===== config.mk =====
export PLATFORM = sky130hd
export DESIGN_NAME = cfg_stream_top
export DESIGN_NICKNAME = d
export VERILOG_FILES = /design/src/rtl/cfg_stream_pkg.sv /design/src/rtl/cfg_clkgen.sv /design/src/rtl/cfg_bitmem.sv /design/src/rtl/cfg_stream_top.sv
export SDC_FILE = /design/constraint.sdc
export NUM_CORES = 1
export LEC_CHECK = 0
export CELL_PAD_IN_SITES_DETAIL_PLACEMENT = 0
export CELL_PAD_IN_SITES_GLOBAL_PLACEMENT = 2
export CORE_ASPECT_RATIO = 0.7
export CORE_MARGIN = 8
export CORE_UTILIZATION = 33
export DETAILED_ROUTE_END_ITERATION = 10
export GPL_TIMING_DRIVEN = 0
export PLACE_DENSITY = 0.77
export RECOVER_POWER = 100
export SYNTH_ARGS = -nofsm -noshare
export SYNTH_HDL_FRONTEND = slang
export SYNTH_SLANG_ARGS = --single-unit
export TNS_END_PERCENT = 1

===== constraint.sdc =====
create_clock -name clk -period 1.63 [get_ports clk]
set_input_delay 0.326 -clock clk [delete_from_list [all_inputs] [get_ports clk]]
set_output_delay 0.326 -clock clk [all_outputs]
set_load 0.02 [all_outputs]

===== src/rtl/cfg_stream_pkg.sv =====
package cfg_stream_pkg;
    typedef enum logic [1:0] {
        ST_RESET = 2'd0,
        ST_SHIFT = 2'd1,
        ST_DONE  = 2'd2
    } stream_state_t;
endpackage


===== src/rtl/cfg_clkgen.sv =====
module cfg_clkgen #(
    parameter bit MASTER   = 1'b1,
    parameter int HALF_CYC = 2
) (
    input  logic clk,
    input  logic rst_n,
    input  logic run,
    input  logic bclk_in,
    output logic bclk_out,
    output logic rise
);
    localparam int HW = (HALF_CYC > 1) ? $clog2(HALF_CYC) : 1;

    logic [HW-1:0] half_q;
    logic          gen_q;
    logic          src;
    logic          src_q;

    always_ff @(posedge clk or negedge rst_n) begin
        if (!rst_n) begin
            half_q <= '0;
            gen_q  <= 1'b0;
        end else if (!run) begin
            half_q <= '0;
            gen_q  <= 1'b0;
        end else if (half_q == HW'(HALF_CYC - 1)) begin
            half_q <= '0;
            gen_q  <= ~gen_q;
        end else begin
            half_q <= half_q + 1'b1;
        end
    end

    assign src = MASTER ? gen_q : bclk_in;

    always_ff @(posedge clk or negedge rst_n) begin
        if (!rst_n) src_q <= 1'b0;
        else        src_q <= src;
    end

    assign rise     = src & ~src_q;
    assign bclk_out = MASTER ? gen_q : 1'b0;

    AST_IDLE_CLK_LOW: assert property (@(posedge clk) disable iff (!rst_n)
        !run |=> !bclk_out);
endmodule


===== src/rtl/cfg_bitmem.sv =====
module cfg_bitmem #(
    parameter int                     BIT_COUNT = 16,
    parameter logic [BIT_COUNT-1:0]   IMAGE     = '0
) (
    input  logic clk,
    input  logic rst_n,
    input  logic clr,
    input  logic adv,
    output logic [$clog2(BIT_COUNT+1)-1:0] addr,
    output logic bit_o,
    output logic last
);
    localparam int AW = $clog2(BIT_COUNT + 1);

    logic [BIT_COUNT-1:0] shifted;

    always_ff @(posedge clk or negedge rst_n) begin
        if (!rst_n)   addr <= '0;
        else if (clr) addr <= '0;
        else if (adv && addr != AW'(BIT_COUNT)) addr <= addr + 1'b1;
    end

    assign shifted = IMAGE >> addr;
    assign bit_o   = shifted[0];
    assign last    = (addr == AW'(BIT_COUNT - 1));

    AST_OE_LOW_CLEAR: assert property (@(posedge clk) disable iff (!rst_n)
        clr |=> (addr == '0));
    AST_STEP_ONE: assert property (@(posedge clk) disable iff (!rst_n)
        (addr != $past(addr)) |-> (addr == $past(addr) + 1'b1 || addr == '0));
    AST_NO_OVERFLOW: assert property (@(posedge clk) disable iff (!rst_n)
        addr <= AW'(BIT_COUNT));
endmodule


===== src/rtl/cfg_stream_top.sv =====
module cfg_stream_top #(
    parameter int                   BIT_COUNT  = 16,
    parameter logic [BIT_COUNT-1:0] IMAGE      = 16'hA5C3,
    parameter bit                   MASTER     = 1'b1,
    parameter int                   HALF_CYC   = 2,
    parameter bit                   DONE_DRIVE = 1'b1
) (
    input  logic clk,
    input  logic rst_n,
    input  logic oe,
    input  logic cs_n,
    input  logic bclk_in,
    output logic bclk_out,
    output logic dout,
    output logic dout_en,
    output logic done
);
    import cfg_stream_pkg::*;

    localparam int AW = $clog2(BIT_COUNT + 1);

    stream_state_t state_q, state_d;
    logic          run, rise, adv, cur_bit, last;
    logic [AW-1:0] addr;

    assign run = oe && !cs_n && (state_q == ST_SHIFT);
    assign adv = run && rise;

    cfg_clkgen #(.MASTER(MASTER), .HALF_CYC(HALF_CYC)) u_clk (
        .clk(clk), .rst_n(rst_n), .run(run), .bclk_in(bclk_in),
        .bclk_out(bclk_out), .rise(rise)
    );

    cfg_bitmem #(.BIT_COUNT(BIT_COUNT), .IMAGE(IMAGE)) u_mem (
        .clk(clk), .rst_n(rst_n), .clr(!oe), .adv(adv),
        .addr(addr), .bit_o(cur_bit), .last(last)
    );

    always_ff @(posedge clk or negedge rst_n) begin
        if (!rst_n) state_q <= ST_RESET;
        else        state_q <= state_d;
    end

    always_comb begin
        state_d = state_q;
        if (!oe) begin
            state_d = ST_RESET;
        end else begin
            unique case (state_q)
                ST_RESET: state_d = ST_SHIFT;
                ST_SHIFT: if (adv && last) state_d = ST_DONE;
                ST_DONE:  state_d = ST_DONE;
                default:  state_d = ST_RESET;
            endcase
        end
    end

    always_comb begin
        dout_en = 1'b0;
        dout    = 1'b0;
        done    = 1'b0;
        unique case (state_q)
            ST_RESET: begin
                dout_en = 1'b0;
            end
            ST_SHIFT: begin
                dout_en = !cs_n;
                dout    = cur_bit;
            end
            ST_DONE: begin
                done    = 1'b1;
                dout_en = DONE_DRIVE && !cs_n;
                dout    = DONE_DRIVE;
            end
            default: begin
                dout_en = 1'b0;
            end
        endcase
    end

    AST_CS_HOLD: assert property (@(posedge clk) disable iff (!rst_n)
        (cs_n && oe) |=> $stable(addr));
    AST_DONE_STICKY: assert property (@(posedge clk) disable iff (!rst_n)
        (done && oe) |=> done);
endmodule


# ---- Yosys cells after proc, flatten, opt, wreduce, memory -nomap -nowiden
# Cells that the tools add are included.
dict set report totals {
  input_bits 5
  ram_bits 0
  register_bits 10
  output_inout_bits 4
  mem_count 0
  rom_bits 0
  latch_bits 0
  wordCells 38
}
dict set report classes {
  multipliers 0
  n_eq_ne 7
  n_lt_le_gt_ge 0
  n_reduce_logical 8
  mux 12
  add_sub_neg 2
  bitwise_logic 3
  div 0
  shift 1
}
# operator n
set op_table {}
lappend op_table {{right shift 16 x 5 -> 1 bit (first input constant)} 1}
lappend op_table {{two-way mux 5 bit} 2}
lappend op_table {{two-way mux 1 bit} 6}
lappend op_table {{one-hot mux 2 bit (3 select lines)} 1}
lappend op_table {{adder 5 x 1 -> 5 bit (second input constant)} 1}
lappend op_table {{== test 5 x 4 -> 1 bit (second input constant)} 1}
lappend op_table {{logical AND 1 bit} 5}
lappend op_table {{inequality test 5 bit (second input constant)} 1}
lappend op_table {{two-way mux 2 bit} 2}
lappend op_table {{inequality test 2 x 1 -> 1 bit (second input constant)} 2}
lappend op_table {{inequality test 3 x 2 -> 1 bit (second input constant)} 1}
lappend op_table {{== test 2 x 1 -> 1 bit (second input constant)} 1}
lappend op_table {{== test 2 bit (second input constant)} 1}
lappend op_table {{zero test 2 bit} 1}
lappend op_table {{NOT 1 bit} 2}
lappend op_table {{one-hot mux 1 bit (2 select lines)} 1}
lappend op_table {{OR reduction 2 bit} 1}
lappend op_table {{adder 1 bit (second input constant)} 1}
lappend op_table {{AND 1 bit} 1}
lappend op_table {{zero test 1 bit} 1}

# ---- Logic depth before layout (Yosys ltp)
# Gate-level depths: netlist of the first run.
dict set report depth {
  ltp_word 8
  ltp_mapped 6
  mapped_depth_nobuf 6
}

# ---- Modules after synthesis
# Synthesis of the first run repeated with hierarchy kept, for this count alone.
dict set report hier_totals {
  hier_cells 64
  area_unflattened_um2 661.9
}
# module cells_each n_inst seq_area_each_um2 area_each_um2
set by_module_without_submodules {}
lappend by_module_without_submodules {cfg_bitmem 37 1 125.1 374.1}
lappend by_module_without_submodules {cfg_stream_top 20 1 50.0 185.2}
lappend by_module_without_submodules {cfg_clkgen 7 1 75.1 102.6}

# ---- Least setup slack after synthesis of the first run
# No wires, ideal clock.
dict set report synth_path {
  path_kind {register -> output}
  startpoint {reg u_mem.addr[2]}
  endpoint {out dout}
  path_stages_with_launch 4
  n_path_buf 0
  t_arrival_ns 1.207
  path_slack_ns 0.097
  required_ns 1.304
  path_cell_list {dfrtp_1 ha_1 nor4b_1 o31a_1}
}
dict set report synth_between {
  elab_chain_cells 2
}
# item line_no
set synth_rtl {}
lappend synth_rtl {{start, declared} cfg_bitmem.sv:9} ;# output logic [$clog2(BIT_COUNT+1)-1:0] addr,
lappend synth_rtl {{start signal, assigned} cfg_bitmem.sv:20} ;# else if (adv && addr != AW'(BIT_COUNT)) addr <= addr + 1'b1;
lappend synth_rtl {{right shift 16 x 5 -> 1 bit} cfg_bitmem.sv:23} ;# assign shifted = IMAGE >> addr;
lappend synth_rtl {{one-hot mux 1 bit (2 select lines)} cfg_stream_top.sv:62} ;# unique case (state_q)
lappend synth_rtl {{end, declared} cfg_stream_top.sv:14} ;# output logic dout,
# Every way passes these cells.

# ---- Worst setup path after layout of the first run
# Same ends and word-level chain as after synthesis.

==> results.toml, run 1 <==
[outcome]
status = "finished, violations left"
violations = "setup timing"

[final_layout]
final_nets = 84
antenna_cells = 0
drive_above_1_share = 0.3099
n_fill_cell = 187
finalInstanceArea_sq_um = 818.3
fin_cells = 93
areaGrowthSynthToFinish_pct = 28.24

[detailed_routing]
vias = 455
drc_errors = 0
drt_iter0_markers = 25
wl_microns = 1291
avgViaCountPerCell = 4.892
ant_nets = 0
wl_per_cell_microns = 13.88
first_pass_iters = 4

[timing]
rsz0062_at_grt = "true"
clock_skew_ns = 0.003758
maxSlewViolCount = 0
fin_crit_ns = 1.793
finalHoldViolations = 0
period_share = 1.100
worst_pin_slew_ns = 0.4664
setup_viol = 3
layout_setup_ws_ns = -0.1632
fmax_mhz = 557.7
relSlewSlack = 0.6881

[synthesis]
ys_warn_count = 0
synthAdderAreaFrac = 0.1373
mappedNetlistArea_sq_um = 638.1
ys_seq_area_frac = 0.3922
synth.distinct_cells = 19
syn_nets = 70
synthMuxAreaShare = 0.1098
post_synth_and_or_nand_nor_area_fraction = 0.2529
synth_cells = 58
ys_ff_latch = 10
syn_avg_cell_area_sq_um = 11.00
synth_compound_area_frac = 0.02745
synth_top_family_by_area = "simple AND/OR/NAND/NOR gates"
synth-xor-area-share = 0.02745

[worst_setup_path]
crit_path_end_kind = "output port"
critPathLaunchType = "flop"
path_max_fanout = 3
cp_data_required_time_ns = 1.30
arrival_ns = 1.47
ff2ff_path_depth = 7
worstSetupPathType = "flop to output port"

[floorplan]
start_util = 0.3472
io_pins = 9
die_w_microns = 68.56
core_sq_mm = 0.001838
core.rowCount = 13
die_area_sq_mm = 0.003619
die_y_microns = 52.79

[min_path]
hold-path-cell-count = 3
min_path_type = "input port to flop"

[clocking]
cts_max_path_buffers = 2
cts_made_buffers = 3
htreeDepth = 1
clk_pin_slew_ns = 0.07
tritoncts = "yes"
clk-insertion-delay-late_ns = 0.26
cts.sinks = 10
cts-hold-fix-buffers = 0
root_buffer = "clkbuf_4"

[placed_design]
dp_cells = 86
placed_area_sq_um = 725.7
hpwl_microns = 909.7
finalWeightedCongestion = 0.7214
portBuffers = 6

[global_route]
antenna_found_initial = 0
grt_max_degree = 11
grt_pass1_wl_microns = 2090
grtUsageTotal = 0.07951
grt_pass1_vias = 459
grt_overflow = 0

[job]
maxCapViolations = 0

[power_and_ir_drop]
power-per-cell-area_mw_per_mm2 = 1155
power_mw = 0.9454
p_leak_nw = 0.3374
vdd_drop_max_mv = 0.7022
## placed cells by master (no fill, tap or decap), drive strengths merged, types with 2 or more instances in the layout
cell and count:
o31a 2, xnor2 2, clkbuf 5, dfrtp 10
buf 6, nand2 10, nor4b 2, inv 7
ha 7, nor2 2, mux2i 7
## cells in the mapped netlist
cell type,count,share of area
buf_4,1,0.012
inv_1,7,0.041
and4_1,1,0.014
and4bb_4,1,0.025
and3_1,1,0.0098
xnor2_1,2,0.027
mux2i_1,7,0.11
nor3_4,1,0.025
nand3b_4,1,0.031
dfrtp_1,10,0.39
nor2_1,2,0.012
nor4b_2,1,0.024
nor2b_1,1,0.0098
ha_1,7,0.14
nand2_1,10,0.059
nor4_2,1,0.020
o31a_1,2,0.027
nor4b_1,1,0.014
nand2b_1,1,0.0098
## area by class of cell
class / instances / area [sq um] / area share
Tap cell: 22 / 27.53 / 0.03364
Multi-Input combinational cell: 40 / 392.9 / 0.4801
Timing Repair Buffer: 9 / 75.07 / 0.09174
Sequential cell: 10 / 252.7 / 0.3089
Inverter: 7 / 26.28 / 0.03211
Buffer: 1 / 7.507 / 0.009174
Clock buffer: 4 / 36.28 / 0.04434
## layer usage
layer | vias up | wire, microns | global-route usage | share of wire
met5 | - | 0 | 0 | 0
met4 | 0 | 12 | 0.03051 | 0.0093
met3 | 2 | 73 | 0.04060 | 0.057
met2 | 8 | 557 | 0.1109 | 0.43
met1 | 220 | 647 | 0.1009 | 0.50
li1 | 225 | - | - | -
## cells by family (layout without fill, tap and decap cells)
group	count (synthesis)	count (layout)
compound gates	2	2
xor+xnor	2	2
fa+ha+maj	7	7
buf+inv	8	21
flops	10	10
mux	7	7
simple gates	22	22
## per-stage QoR
stage / hold WS, ns / setup slack (ns) / TNS, ns / utilization
after floorplan: 0.03041 / 0.09720 / 0 / -
after global placement: 0.4383 / -0.4719 / -0.6674 / 0.3948
after detailed placement: 0.4434 / -0.5320 / -0.7490 / 0.3948
after CTS: 0.3646 / -0.2384 / -0.4411 / 0.4309
after global routing: 0.3587 / -0.2268 / -1.005 / 0.4452
final: 0.3650 / -0.1632 / -0.2812 / 0.4452
## worst max-delay path, cell delays in order, from the launching register on
cell     delay, ns
dfrtp_2       0.45
ha_4          0.29
nor4b_4       0.04
o31a_1        0.29
buf_6         0.13
## final timing paths
check | from | endpoint | slack [ns]
min | oe | u_mem.addr[2] | 0.37
max | u_mem.addr[2] | dout | -0.16
max reg2reg | u_mem.addr[1] | state_q[0] | -0.01
max in group asynchronous | rst_n | u_mem.addr[0] | 0.84
min in group asynchronous | rst_n | u_clk.bclk_out | 0.45
min reg2reg | u_clk.bclk_out | u_clk.src_q | 0.45
## flip-flops by register name (all words and copies together) (netlist names)
register,count
state_q,2
u_mem.addr,5
u_clk.bclk_out,1
u_clk.src_q,1
u_clk.half_q,1
## repair_timing
action / in CTS / in global routing
pin swaps: 1 / 2
setup endpoints to repair: 4 / 4
buffers inserted: 2 / 1
gates resized for setup: 14 / 11
## where the power goes
| part | total (mW) | leakage, nW | internal, mW | switching, mW |
|---|---|---|---|---|
| Sequential | 0.309 | 0.134 | 0.277 | 0.0317 |
| Combinational | 0.414 | 0.182 | 0.209 | 0.206 |
| Clock | 0.223 | 0.0210 | 0.136 | 0.0872 |
| Total | 0.945 | 0.337 | 0.621 | 0.324 |
Power figures use the tool's default switching activity.
==> inputs of run 2 (changes only) <==
--- a/config.mk
+++ b/config.mk
@@ -14,6 +14,8 @@
 export GPL_TIMING_DRIVEN = 0
 export PLACE_DENSITY = 0.77
 export RECOVER_POWER = 100
+export SKIP_CTS_REPAIR_TIMING = 1
+export SLEW_MARGIN = 20
 export SYNTH_ARGS = -nofsm -noshare
 export SYNTH_HDL_FRONTEND = slang
 export SYNTH_SLANG_ARGS = --single-unit
==> run 2 against run 1 <==
- the flow still finishes with violations (setup timing)
- clock skew fell by 0.0011 ns
- final cell count fell by 3.2%
- setup slack got worse by 0.013 ns
- critical path type unchanged
- wire length fell by 2.7%
- via count fell by 4.6%
- register-to-register slack improved by 0.07 ns
- first-iteration DRC count fell by 44%
- largest power group unchanged
- flip-flop and latch count did not move
- global-route usage fell by 0.091 points
==> results.toml, run 2 (synthesis results as in run 1) <==
[placed_design]
portBuffers = 6
placed_area_sq_um = 725.7
hpwl_microns = 909.7
finalWeightedCongestion = 0.7214

[job]
maxCapViolations = 0

[final_layout]
final_nets = 81
largest_reg_flops = 5
layout_common_cells = "nand2_1, dfrtp_1, mux2i_1, inv_1, ha_1"
antenna_cells = 0
finalInstanceArea_sq_um = 810.8
top_register = "u_mem.addr"
multi_input_area_sq_um = 396.6
areaGrowthSynthToFinish_pct = 27.06
regArea_sq_um = 252.7
drive_above_1_share = 0.2794
final_common_cell = "nand2_1"
n_fill_cell = 185
largestRegisters = "u_mem.addr (5), state_q (2)"

[worst_setup_path]
critPathBufInv = 1
ff2ff_path_depth = 6
rr_startpoint = "u_mem.addr[1]"
cp_cell_sequence = "xnor2_1 > and4_1 > o31a_1 > buf_6"
cp_data_required_time_ns = 1.30
arrival_ns = 1.48
path_max_fanout = 6
crit_path_end_kind = "output port"
max_stage_delay_ns = 0.47
critPathLaunchType = "flop"
r2r_slack_ns = 0.06
cp_slowest_cell = "dfrtp_2"
worstSetupPathType = "flop to output port"
crit_family = "flip-flops"
r2r_end = "state_q[0]"

[timing]
whs_ns = 0.3736
maxSlewViolCount = 0
finalHoldViolations = 0
clock_skew_ns = 0.002676
layout_setup_ws_ns = -0.1762
rsz0062_at_grt = "true"
worst_pin_slew_ns = 0.4713
setup_viol = 2
period_share = 1.108
fmax_mhz = 553.6
setup_tns_ns = -0.2857
relSlewSlack = 0.6848
fin_crit_ns = 1.806

[global_route]
grt_max_degree = 11
grtUsageTotal = 0.07860
grt_pass1_vias = 451
grt_pass1_wl_microns = 2076
grt_overflow = 0
antenna_found_initial = 0

[detailed_routing]
wl_microns = 1256
drt_iter0_markers = 14
drc_errors = 0
ant_nets = 0
wl_per_cell_microns = 13.96
first_pass_iters = 4
vias = 434
avgViaCountPerCell = 4.822

[clocking]
clk_pin_slew_ns = 0.07
cts_made_buffers = 3
htreeDepth = 1
cts.sinks = 10
root_buffer = "clkbuf_4"
tritoncts = "yes"
cts_max_path_buffers = 2
clk-insertion-delay-late_ns = 0.26

[outcome]
status = "finished, violations left"
violations = "setup timing"

[min_path]
min_path_type = "input port to flop"
min_to = "u_mem.addr[2]"
hold-path-cell-count = 3
hp-start = "oe"

[floorplan]
io_pins = 9
core.rowCount = 13
die_w_microns = 68.56
core_sq_mm = 0.001838
die_area_sq_mm = 0.003619
die_y_microns = 52.79
start_util = 0.3472

[power_and_ir_drop]
power-per-cell-area_mw_per_mm2 = 1169
p_leak_nw = 0.3679
vdd_drop_max_mv = 0.7092
## run 2: cell types whose count changed in the layout (fill, tap and decap cells not counted), sizes merged
cell / before / now
buf: 6 / 3
dlymetal6s2s: 0 / 2
clkbuf: 5 / 4
dlygate4sd2: 1 / 0
## run 2: layout make-up
cell class / instances / area share
Inverter: 7 / 0.03241
Sequential cell: 10 / 0.3117
Buffer: 1 / 0.009259
Multi-Input combinational cell: 40 / 0.4892
Tap cell: 22 / 0.03395
Timing Repair Buffer: 6 / 0.07870
Clock buffer: 4 / 0.04475
## run 2: routing by layer
| metal | routed length [microns] | GRT usage | share of wire |
|---|---|---|---|
| met5 | 0 | 0 | 0 |
| met4 | 12 | 0.03051 | 0.0096 |
| met3 | 82 | 0.04274 | 0.065 |
| met2 | 529 | 0.1094 | 0.42 |
| met1 | 631 | 0.09828 | 0.50 |
## run 2: how the worst max path moves through the flow
stage	endpoint	slack, ns	cells after the start	from
floorplan	dout	0.1	3	u_mem.addr[2]
global placement	dout	-0.47	4	u_mem.addr[2]
detailed placement	dout	-0.53	5	state_q[1]
CTS	dout	-0.85	5	state_q[1]
global route	dout	-0.25	5	state_q[1]
finish	dout	-0.18	4	u_mem.addr[2]
## run 2: report_power, final
group	switching [mW]	total (mW)	internal [mW]	leakage (nW)
Combinational	0.206	0.415	0.209	0.213
Sequential	0.0339	0.311	0.277	0.134
Clock	0.0868	0.222	0.136	0.0210
## run 2: worst register-to-register path, cell delays in order, from the launching register on
cell,delay (ns)
dfrtp_1,0.44
ha_1,0.20
and3_1,0.16
ha_1,0.15
inv_1,0.04
o31a_1,0.33
mux2i_1,0.14
## run 2: through the flow
stage	setup WS, ns	utilization	std cells	power [mW]
after floorplan	0.09720	-	58	0.5476
after global placement	-0.4719	0.3948	86	0.6791
after detailed placement	-0.5320	0.3948	86	0.6808
after CTS	-0.8487	0.4146	90	0.9169
after global routing	-0.2495	0.4411	90	1.015
final	-0.1762	0.4411	90	0.9479
==> inputs of run 3 (changes only) <==
--- a/config.mk
+++ b/config.mk
@@ -7,15 +7,13 @@
 export LEC_CHECK = 0
 export CELL_PAD_IN_SITES_DETAIL_PLACEMENT = 0
 export CELL_PAD_IN_SITES_GLOBAL_PLACEMENT = 2
-export CORE_ASPECT_RATIO = 0.7
 export CORE_MARGIN = 8
-export CORE_UTILIZATION = 33
+export CORE_UTILIZATION = 36
 export DETAILED_ROUTE_END_ITERATION = 10
 export GPL_TIMING_DRIVEN = 0
-export PLACE_DENSITY = 0.77
+export PLACE_DENSITY = 0.83
 export RECOVER_POWER = 100
 export SKIP_CTS_REPAIR_TIMING = 1
-export SLEW_MARGIN = 20
 export SYNTH_ARGS = -nofsm -noshare
 export SYNTH_HDL_FRONTEND = slang
 export SYNTH_SLANG_ARGS = --single-unit
==> constraint.sdc (replaced) <==
create_clock -name clk -period 2.3 [get_ports clk]
set_input_delay 0.46 -clock clk [delete_from_list [all_inputs] [get_ports clk]]
set_output_delay 0.46 -clock clk [all_outputs]
set_load 0.02 [all_outputs]
==> run 3 against run 2 <==
- the flow now finishes without violations
- die area is 6.7% lower
- clock power is 49% lower
- cell area is 15% lower
- final cell count is 6.7% lower
- non-clock buffer count stayed put
- wire length is 14% lower
- clock skew is 0.0018 ns higher
- worst hold slack better by 0.077 ns
- sequential share of layout area is 4.9 points higher
- global-route usage is 0.52 points lower
- flip-flop and latch count stayed put
- register-to-register slack better by 0.45 ns
- largest power group unchanged
==> results.toml, run 3 (synthesis results as in run 1) <==
[worst_setup_path]
cp_slowest_cell = "dfrtp_1"
worstSetupPathType = "flop to output port"
arrival_ns = 1.70
crit_path_end_kind = "output port"
path_max_fanout = 6
critPathLaunchType = "flop"
ff2ff_path_depth = 5
cp_cell_sequence = "ha_1 > nor4b_1 > o31a_1 > clkbuf_1"
r2r_slack_ns = 0.51
r2r_end = "u_mem.addr[4]"
rr_startpoint = "state_q[1]"
worstSetupStartpoint = "u_mem.addr[2]"
max_stage_delay_ns = 0.44
cp_data_required_time_ns = 1.84

[final_layout]
utilization = 0.4104
finalInstanceArea_sq_um = 693.2
areaGrowthSynthToFinish_pct = 8.627
layout_common_cells = "nand2_1, dfrtp_1, inv_1, mux2i_1, ha_1"
final_nets = 81
top_register = "u_mem.addr"
largestRegisters = "u_mem.addr (5), state_q (2)"
drive_above_1_share = 0.07463
fin_cells = 84
antenna_cells = 0
largest_reg_flops = 5

[clocking]
cts_made_buffers = 3
cts_max_path_buffers = 2
root_buffer = "clkbuf_4"
cts.sinks = 10
clk_pin_slew_ns = 0.06
tritoncts = "yes"
clk-insertion-delay-late_ns = 0.26
htreeDepth = 1

[global_route]
grt_overflow = 0
antenna_found_initial = 0
grtUsageTotal = 0.07337
grt_pass1_vias = 456
grt_max_degree = 11
grt_pass1_wl_microns = 1959

[power_and_ir_drop]
power_mw = 0.5507
vdd_drop_max_mv = 0.4869
p_leak_nw = 0.3011
power-per-cell-area_mw_per_mm2 = 794.5

[min_path]
hp-start = "u_clk.bclk_out"
min_to = "u_clk.src_q"
min_path_type = "flop to flop"
hold-path-cell-count = 0

[floorplan]
die_y_microns = 58.10
die_area_sq_mm = 0.003376
io_pins = 9
die_w_microns = 58.10
start_util = 0.3778
core_sq_mm = 0.001689
core.rowCount = 15

[timing]
setup_viol = 0
rsz0062_at_grt = "false"
maxSlewViolCount = 0
worst_pin_slew_ns = 0.5717
clock_skew_ns = 0.004441
relSlewSlack = 0.6159
finalHoldViolations = 0
setup_tns_ns = 0
fin_crit_ns = 2.159
layout_setup_ws_ns = 0.1412
whs_ns = 0.4506
fmax_mhz = 463.2
period_share = 0.9386

[detailed_routing]
drt_iter0_markers = 6
wl_per_cell_microns = 12.85
ant_nets = 0
vias = 423
first_pass_iters = 4
avgViaCountPerCell = 5.036
wl_microns = 1079
drc_errors = 0

[job]
maxCapViolations = 0

[placed_design]
placed_area_sq_um = 719.4
hpwl_microns = 826.6
finalWeightedCongestion = 0.7113
portBuffers = 6
place_ws_ns = 0.07648
dp_cells = 81

[outcome]
status = "completed"
[run 3: changes by cell type in the layout (fill, tap and decap cells not counted), moves of 2 or more]
cell,previous run,this run
clkbuf_1,0,2
dfrtp_1,8,10
dfrtp_2,2,0
dlygate4sd3_1,1,3
dlymetal6s2s_1,2,0
ha_1,5,7
ha_4,2,0
nor4b_1,0,2
[run 3: worst max-delay path: cells and delay by family, from the launching register on]
family                   cells  cell delay (ns)
adder cells (fa/ha/maj)      1             0.30
buffers and inverters        1             0.23
AO/OA/AOI/OAI                1             0.16
AND/OR/NAND/NOR              1             0.31
flip-flops                   1             0.44
[run 3: worst max path at each step]
stage	to	slack [ns]	depth (start not counted)
after global routing	dout	0.07	4
after floorplan	dout	0.63	3
after detailed placement	dout	0.08	4
final	dout	0.14	4
after global placement	dout	0.07	4
after CTS	dout	-0.23	4
[run 3: cell type report]
type                       instances  area, sq um
fill                             164        996.0
multi-input combinational         40        317.8
sequential                        10        250.2
timing repair buffer               6        47.55
inverter                           7        26.28
clock buffer                       3        22.52
tap                               17        21.27
buffer                             1        7.507
[run 3: report_power, final]
| group | leakage (nW) | switching (mW) | total [mW] | internal (mW) |
|---|---|---|---|---|
| sequential | 0.138 | 0.0156 | 0.212 | 0.196 |
| clock | 0.0138 | 0.0538 | 0.114 | 0.0602 |
| combinational | 0.150 | 0.130 | 0.225 | 0.0945 |
| total | 0.301 | 0.200 | 0.551 | 0.351 |
[run 3: metal layers]
layer	track usage	vias up	wire (microns)
met5	0	-	0
met4	0.05245	0	21
met3	0.01766	3	51
met2	0.1051	9	462
met1	0.09311	196	543
li1	-	215	-
